[src/rtl/irq_ctl_pkg.sv]
package irq_ctl_pkg;

    localparam int DATA_W    = 32;
    localparam int NUM_IRQ   = 8;
    localparam int CODE_W    = 5;
    localparam int ADDR_W    = 5;
    localparam int STACK_W   = 6;
    localparam int MASK_LSB  = 8;
    localparam int CODE_LSB  = 2;
    localparam logic [ADDR_W-1:0] SEL_STATUS = 5'd12;
    localparam logic [ADDR_W-1:0] SEL_CAUSE  = 5'd13;
    localparam logic [CODE_W-1:0] CODE_EXT_IRQ = '0;

    // bit 5 .. bit 0 : old KU, old IE, prev KU, prev IE, cur KU, cur IE
    typedef struct packed {
        logic ku_old;
        logic ie_old;
        logic ku_prev;
        logic ie_prev;
        logic ku_cur;
        logic ie_cur;
    } mode_stack_t;

    typedef enum logic [1:0] {
        OP_HOLD = 2'd0,
        OP_PUSH = 2'd1,
        OP_POP  = 2'd2,
        OP_LOAD = 2'd3
    } stack_op_e;

    function automatic mode_stack_t stack_push(input mode_stack_t s);
        mode_stack_t r;
        r.ku_old  = s.ku_prev;
        r.ie_old  = s.ie_prev;
        r.ku_prev = s.ku_cur;
        r.ie_prev = s.ie_cur;
        r.ku_cur  = 1'b0;
        r.ie_cur  = 1'b0;
        return r;
    endfunction

    function automatic mode_stack_t stack_pop(input mode_stack_t s);
        mode_stack_t r;
        r.ku_old  = s.ku_old;
        r.ie_old  = s.ie_old;
        r.ku_prev = s.ku_old;
        r.ie_prev = s.ie_old;
        r.ku_cur  = s.ku_prev;
        r.ie_cur  = s.ie_prev;
        return r;
    endfunction

endpackage

[src/rtl/irq_line_gather.sv]
module irq_line_gather
    import irq_ctl_pkg::*;
#(
    parameter int LINES = NUM_IRQ
) (
    input  logic             term_rdy,
    input  logic             term_ie,
    input  logic [LINES-2:0] ext_irq,
    output logic [LINES-1:0] lines
);
    assign lines[0] = term_rdy & term_ie;

    for (genvar i = 1; i < LINES; i++) begin : g_ext
        assign lines[i] = ext_irq[i-1];
    end
endmodule

[src/rtl/irq_qualify.sv]
module irq_qualify
    import irq_ctl_pkg::*;
#(
    parameter int LINES = NUM_IRQ
) (
    input  logic             global_ie,
    input  logic [LINES-1:0] lines,
    input  logic [LINES-1:0] mask,
    output logic             take
);
    logic [LINES-1:0] armed;

    for (genvar i = 0; i < LINES; i++) begin : g_arm
        assign armed[i] = lines[i] & mask[i];
    end

    assign take = global_ie & (|armed);
endmodule

[src/rtl/mode_stack_reg.sv]
module mode_stack_reg
    import irq_ctl_pkg::*;
(
    input  logic        clk,
    input  logic        rst,
    input  stack_op_e   op,
    input  mode_stack_t load_val,
    output mode_stack_t stack_q
);
    mode_stack_t stack_d;

    always_comb begin
        unique case (op)
            OP_PUSH: stack_d = stack_push(stack_q);
            OP_POP:  stack_d = stack_pop(stack_q);
            OP_LOAD: stack_d = load_val;
            default: stack_d = stack_q;
        endcase
    end

    always_ff @(posedge clk) begin
        if (rst) stack_q <= '0;
        else     stack_q <= stack_d;
    end
endmodule

[src/rtl/cause_reg.sv]
module cause_reg
    import irq_ctl_pkg::*;
#(
    parameter int LINES = NUM_IRQ
) (
    input  logic              clk,
    input  logic              rst,
    input  logic              rec_en,
    input  logic [CODE_W-1:0] rec_code,
    input  logic [LINES-1:0]  lines,
    output logic [DATA_W-1:0] cause_word
);
    logic [CODE_W-1:0] code_q;

    always_ff @(posedge clk) begin
        if (rst)         code_q <= '0;
        else if (rec_en) code_q <= rec_code;
    end

    always_comb begin
        cause_word = '0;
        cause_word[CODE_LSB +: CODE_W] = code_q;
        cause_word[MASK_LSB +: LINES]  = lines;
    end
endmodule

[src/rtl/irq_status_cause.sv]
module irq_status_cause
    import irq_ctl_pkg::*;
(
    input  logic               clk,
    input  logic               rst,
    input  logic               term_rdy,
    input  logic               term_ie,
    input  logic [NUM_IRQ-2:0] ext_irq,
    input  logic [ADDR_W-1:0]  cop_addr,
    input  logic               cop_we,
    input  logic [DATA_W-1:0]  cop_wdata,
    output logic [DATA_W-1:0]  cop_rdata,
    input  logic               rfe,
    input  logic               exc_valid,
    input  logic [CODE_W-1:0]  exc_code,
    output logic               irq_take
);
    logic [NUM_IRQ-1:0] irq_lines;
    logic [NUM_IRQ-1:0] mask_q;
    mode_stack_t        stack_q;
    stack_op_e          op;
    logic               status_wr;
    logic               rec_en;
    logic [CODE_W-1:0]  rec_code;
    logic [DATA_W-1:0]  status_word;
    logic [DATA_W-1:0]  cause_word;

    irq_line_gather #(.LINES(NUM_IRQ)) u_gather (
        .term_rdy (term_rdy),
        .term_ie  (term_ie),
        .ext_irq  (ext_irq),
        .lines    (irq_lines)
    );

    irq_qualify #(.LINES(NUM_IRQ)) u_qual (
        .global_ie (stack_q.ie_cur),
        .lines     (irq_lines),
        .mask      (mask_q),
        .take      (irq_take)
    );

    // priority: interrupt entry, exception entry, return, software write
    always_comb begin
        status_wr = cop_we && (cop_addr == SEL_STATUS);
        if (irq_take || exc_valid) op = OP_PUSH;
        else if (rfe)              op = OP_POP;
        else if (status_wr)        op = OP_LOAD;
        else                       op = OP_HOLD;
        rec_en   = irq_take || exc_valid;
        rec_code = irq_take ? CODE_EXT_IRQ : exc_code;
    end

    mode_stack_reg u_stack (
        .clk      (clk),
        .rst      (rst),
        .op       (op),
        .load_val (mode_stack_t'(cop_wdata[STACK_W-1:0])),
        .stack_q  (stack_q)
    );

    always_ff @(posedge clk) begin
        if (rst)                mask_q <= '0;
        else if (op == OP_LOAD) mask_q <= cop_wdata[MASK_LSB +: NUM_IRQ];
    end

    cause_reg #(.LINES(NUM_IRQ)) u_cause (
        .clk        (clk),
        .rst        (rst),
        .rec_en     (rec_en),
        .rec_code   (rec_code),
        .lines      (irq_lines),
        .cause_word (cause_word)
    );

    always_comb begin
        status_word = '0;
        status_word[STACK_W-1:0]       = stack_q;
        status_word[MASK_LSB +: NUM_IRQ] = mask_q;
        unique case (cop_addr)
            SEL_STATUS: cop_rdata = status_word;
            SEL_CAUSE:  cop_rdata = cause_word;
            default:    cop_rdata = '0;
        endcase
    end
endmodule

[config.mk]
export PLATFORM = sky130hd
export DESIGN_NAME = irq_status_cause
export DESIGN_NICKNAME = d
export VERILOG_FILES = /design/src/rtl/irq_ctl_pkg.sv /design/src/rtl/irq_line_gather.sv /design/src/rtl/irq_qualify.sv /design/src/rtl/mode_stack_reg.sv /design/src/rtl/cause_reg.sv /design/src/rtl/irq_status_cause.sv
export SDC_FILE = /design/constraint.sdc
export NUM_CORES = 1
export LEC_CHECK = 0
export BUFFER_PORTS_ARGS = -buffer_cell sky130_fd_sc_hd__buf_4
export CAP_MARGIN = 20
export CORE_AREA = 3 3 63 65
export CTS_CLUSTER_SIZE = 12
export DETAILED_ROUTE_END_ITERATION = 12
export DIE_AREA = 0 0 66 68
export GPL_TIMING_DRIVEN = 0
export HOLD_SLACK_MARGIN = 0.06
export PLACE_DENSITY = 0.79
export SLEW_MARGIN = 20
export SYNTH_ARGS = -nofsm -noshare
export SYNTH_HDL_FRONTEND = slang
export SYNTH_HIERARCHICAL = 1
export SYNTH_SLANG_ARGS = --single-unit
export TNS_END_PERCENT = 5
[constraint.sdc]
create_clock -name clk -period 2.3 [get_ports clk]
set_input_delay 0 -clock clk [delete_from_list [all_inputs] [get_ports clk]]
set_output_delay 0 -clock clk [all_outputs]
set_load 0.01 [all_outputs]
==> results by group <==
Pwr
  • Net load switching power: 186 uW
  • Pint: 533 uW
  • Sequential power share: 0.487
  • Leak pwr: 1.01 nW
  • Overall Power: 719 uW
  • Gate power share: 0.274
  • Pwr dens: 332 nW/um^2
  • Clock network power share: 0.239
  • VDD IR max: 0.000219 V
  • Sw frac: 0.259

Synthesis
  • Seq cells post-synth: 19
  • Library cells used by synthesis: 30
  • Sequential cell area fraction in the yosys report: 0.251
  • Syn avg cell area: 8.70 sq um
  • Cells after Synth: 174
  • Ys Warns: 6
  • Mapped Area: 1510 sq um

GRT
  • Met3 Use GR: 0.0328
  • Final global-route overflow total: 0
  • Gr busiest metal: met2
  • Gr usage total: 0.165
  • First-pass GRT wire length: 5800 um
  • Number of global-route vias before repair: 1306
  • Largest net degree at the start of global routing: 13
  • M1 GR Usage: 0.189
  • GR Util met2: 0.307
  • Initial antenna violation count: 0

Clocking
  • TritonCTS Sinks: 19
  • Worst-case clock buffer depth: 2
  • CTS tree: yes
  • Setup Buffers After CTS: 0
  • Root buf cell: clkbuf_4
  • Total CTS buffers: 3
  • Worst skew pair latency: 0.29 ns
  • H-tree depth: 1
  • Worst-path clk slew: 0.11 ns

Detailed routing
  • DR pass1 iterations: 6
  • WL/cell: 12.3 um
  • Drt total wl: 3680 um
  • Vias: 1425
  • Drt first-iter violations: 40
  • DRC viols: 0
  • Antenna viol nets, final: 0
  • DR vias/cell: 4.75

Floorplanning
  • Starting density of the core: 0.447
  • DIE HEIGHT: 68 um
  • Chip width: 66 um
  • Core area: 3390 sq um
  • I/O pin cnt: 89
  • Die area: 4490 sq um
  • Rows: 21

Timing
  • Final hold viol count: 0
  • Max Clk Rate: 455 MHz
  • Worst setup margin: 0.101 ns
  • Post-layout min period: 2.20 ns
  • Finish-stage setup viols: 0
  • Clock skew: 0.00665 ns
  • Unrepaired setup endpoints after global routing: false
  • Fin crit share: 0.956
  • TNS Setup: 0 ns
  • Max-slew headroom: 0.450
  • Hold slack: 0.0651 ns
  • Pins Over Slew Limit: 0
  • Slew of the pin with the lowest slew margin: 0.819 ns

Placement
  • Routability Congestion: 0.765
  • IO Port Bufs: 46
  • Placed Cells: 284
  • Pre-CTS setup slack: -0.115 ns
  • Area post-placement: 1980 sq um
  • Detailed placement HPWL: 2800 um

Final layout
  • Design Area, Final: 2160 sq um
  • Final net count: 311
  • Core Util, Final: 0.639
  • Share of layout cells above drive strength 1: 0.425
  • Highest-count cells in the layout ignoring fill and taps: 81 x buf_4, 19 x and2_1, 19 x dfxtp_1, 19 x conb_1, 14 x a22o_1
  • Layout area overhead: 43.0%
  • # diodes: 0
  • Non-Filler Instances: 300
  • FILL cells: 308
  • Commonest non-fill, non-tap cell in the layout: buf_4

Critical path
  • Critical path type: flip-flop to flip-flop
  • WP buf/inv: 1
  • Worst endpoint required time: 2.50 ns
  • Crit path launch type: flip-flop
  • Worst setup endpoint: u_stack/stack_q[3]
  • Crit-path max FO: 9
  • FF-to-FF Start: mask_q[7]
  • Worst R2R Setup Slack: 0.10 ns
  • Max incr delay on CP: 0.42 ns
  • CP endpoint kind: flip-flop
  • Worst path top cell family by delay: compound AO/OA/AOI/OAI gates
  • Crit-path cells: a22oi_1, a41oi_4, or2_2, a31o_2, buf_6, mux4_2, nor2b_4
  • Slowest-stage cell, CP: mux4_2
  • Crit path DAT: 2.40 ns
  • Setup crit start: mask_q[7]
  • Reg2Reg Capture Point: u_stack/stack_q[3]
  • Worst Reg-to-Reg Cells: 7
  • WP depth: 7

Min path
  • WHS Path Cells: 3
  • Hold crit path type: input pin to flip-flop

Outcome
  • Status: completed

Flow run
  • Max Cap Violations: 0
[flip-flops by register name, indices dropped and copies added, names as in the netlist]
signal           flops
u_cause/code_q       5
mask_q               8
u_stack/stack_q      6
[metal layers]
metal,routed length [um],vias up,share of wire
met5,0,-,0
met2,1890,40,0.51
met3,214,2,0.058
met4,36,0,0.0098
met1,1540,652,0.42
li1,-,731,-
[cells by family (layout without fill, tap and decap cells)]
| kind of cell | count (synthesis) | in the layout | synth area share |
|---|---|---|---|
| AOI/OAI and AO/OA | 43 | 43 | 0.212 |
| buffers and inverters | 50 | 112 | 0.225 |
| DFF | 19 | 19 | 0.251 |
| muxes | 11 | 11 | 0.0893 |
| other | 1 | 19 | 0.00248 |
| and+or+nand+nor | 50 | 50 | 0.221 |
[worst min-delay path, stage by stage]
cell	delay, ns
buf_4	0.10
a21boi_0	0.15
a211oi_1	0.06
[power groups by stage]
stage	Combinational, mW	Clock (mW)	Sequential (mW)
final	0.197	0.172	0.350
after global routing	0.215	0.187	0.352
after CTS	0.193	0.176	0.350
after detailed placement	0.177	0	0.357
after global placement	0.175	0	0.357
after floorplan	0.117	0	0.354
[area by class of cell]
class                           count  area [sq um]  area share
Buffer                             46           325       0.150
Clock buffer                        4          26.3      0.0121
Inverter                            4          15.0     0.00694
Multi-Input combinational cell    123           895       0.413
Sequential cell                    19           380       0.176
Tap cell                           46          57.6      0.0266
Timing Repair Buffer               58           465       0.215
[repair_timing]
| action | CTS | global route |
|---|---|---|
| gates cloned | 0 | 0 |
| hold endpoints to repair | 19 | 0 |
| hold buffers | 12 | 0 |
| gates resized for setup | 1 | 4 |
| pin swaps | 1 | 0 |
| endpoints found under the setup margin | 2 | 2 |
[Yosys cell counts]
cell | number | area, sq um
nor2b_4 | 2 | 27.5
o31ai_1 | 8 | 60.1
buf_2 | 5 | 25.0
inv_1 | 4 | 15.0
a22oi_1 | 4 | 30.0
nor2_2 | 1 | 6.26
buf_1 | 1 | 3.75
a31o_2 | 1 | 8.76
buf_6 | 2 | 22.5
nor3_1 | 1 | 5.00
nand4bb_1 | 1 | 11.3
a21oi_1 | 9 | 45.0
buf_4 | 35 | 263
and2b_2 | 5 | 43.8
and3b_1 | 1 | 8.76
a41oi_1 | 1 | 8.76
a211oi_1 | 4 | 30.0
mux2i_1 | 9 | 90.1
or2_2 | 1 | 6.26
a22o_1 | 14 | 123
a21boi_0 | 2 | 15.0
dfxtp_1 | 19 | 380
conb_1 | 1 | 3.75
nand4_1 | 8 | 50.1
nor2_1 | 9 | 33.8
clkbuf_1 | 3 | 11.3
and2_1 | 19 | 119
or4b_1 | 1 | 10.0
nor3b_2 | 1 | 12.5
mux4_2 | 2 | 45.0
[worst min path at each step]
| stage | startpoint | endpoint |
|---|---|---|
| 4_1_cts | exc_code[0] | u_cause/code_q[0] |
| 3_5_place_dp | cop_wdata[10] | mask_q[2] |
| 2_1_floorplan | rst | u_stack/stack_q[2] |
| 3_3_place_gp | cop_wdata[10] | mask_q[2] |
| 5_1_grt | exc_code[0] | u_cause/code_q[0] |
| 6_report | cop_wdata[0] | u_stack/stack_q[0] |
No activity file was read; power rests on OpenSTA's default activity.
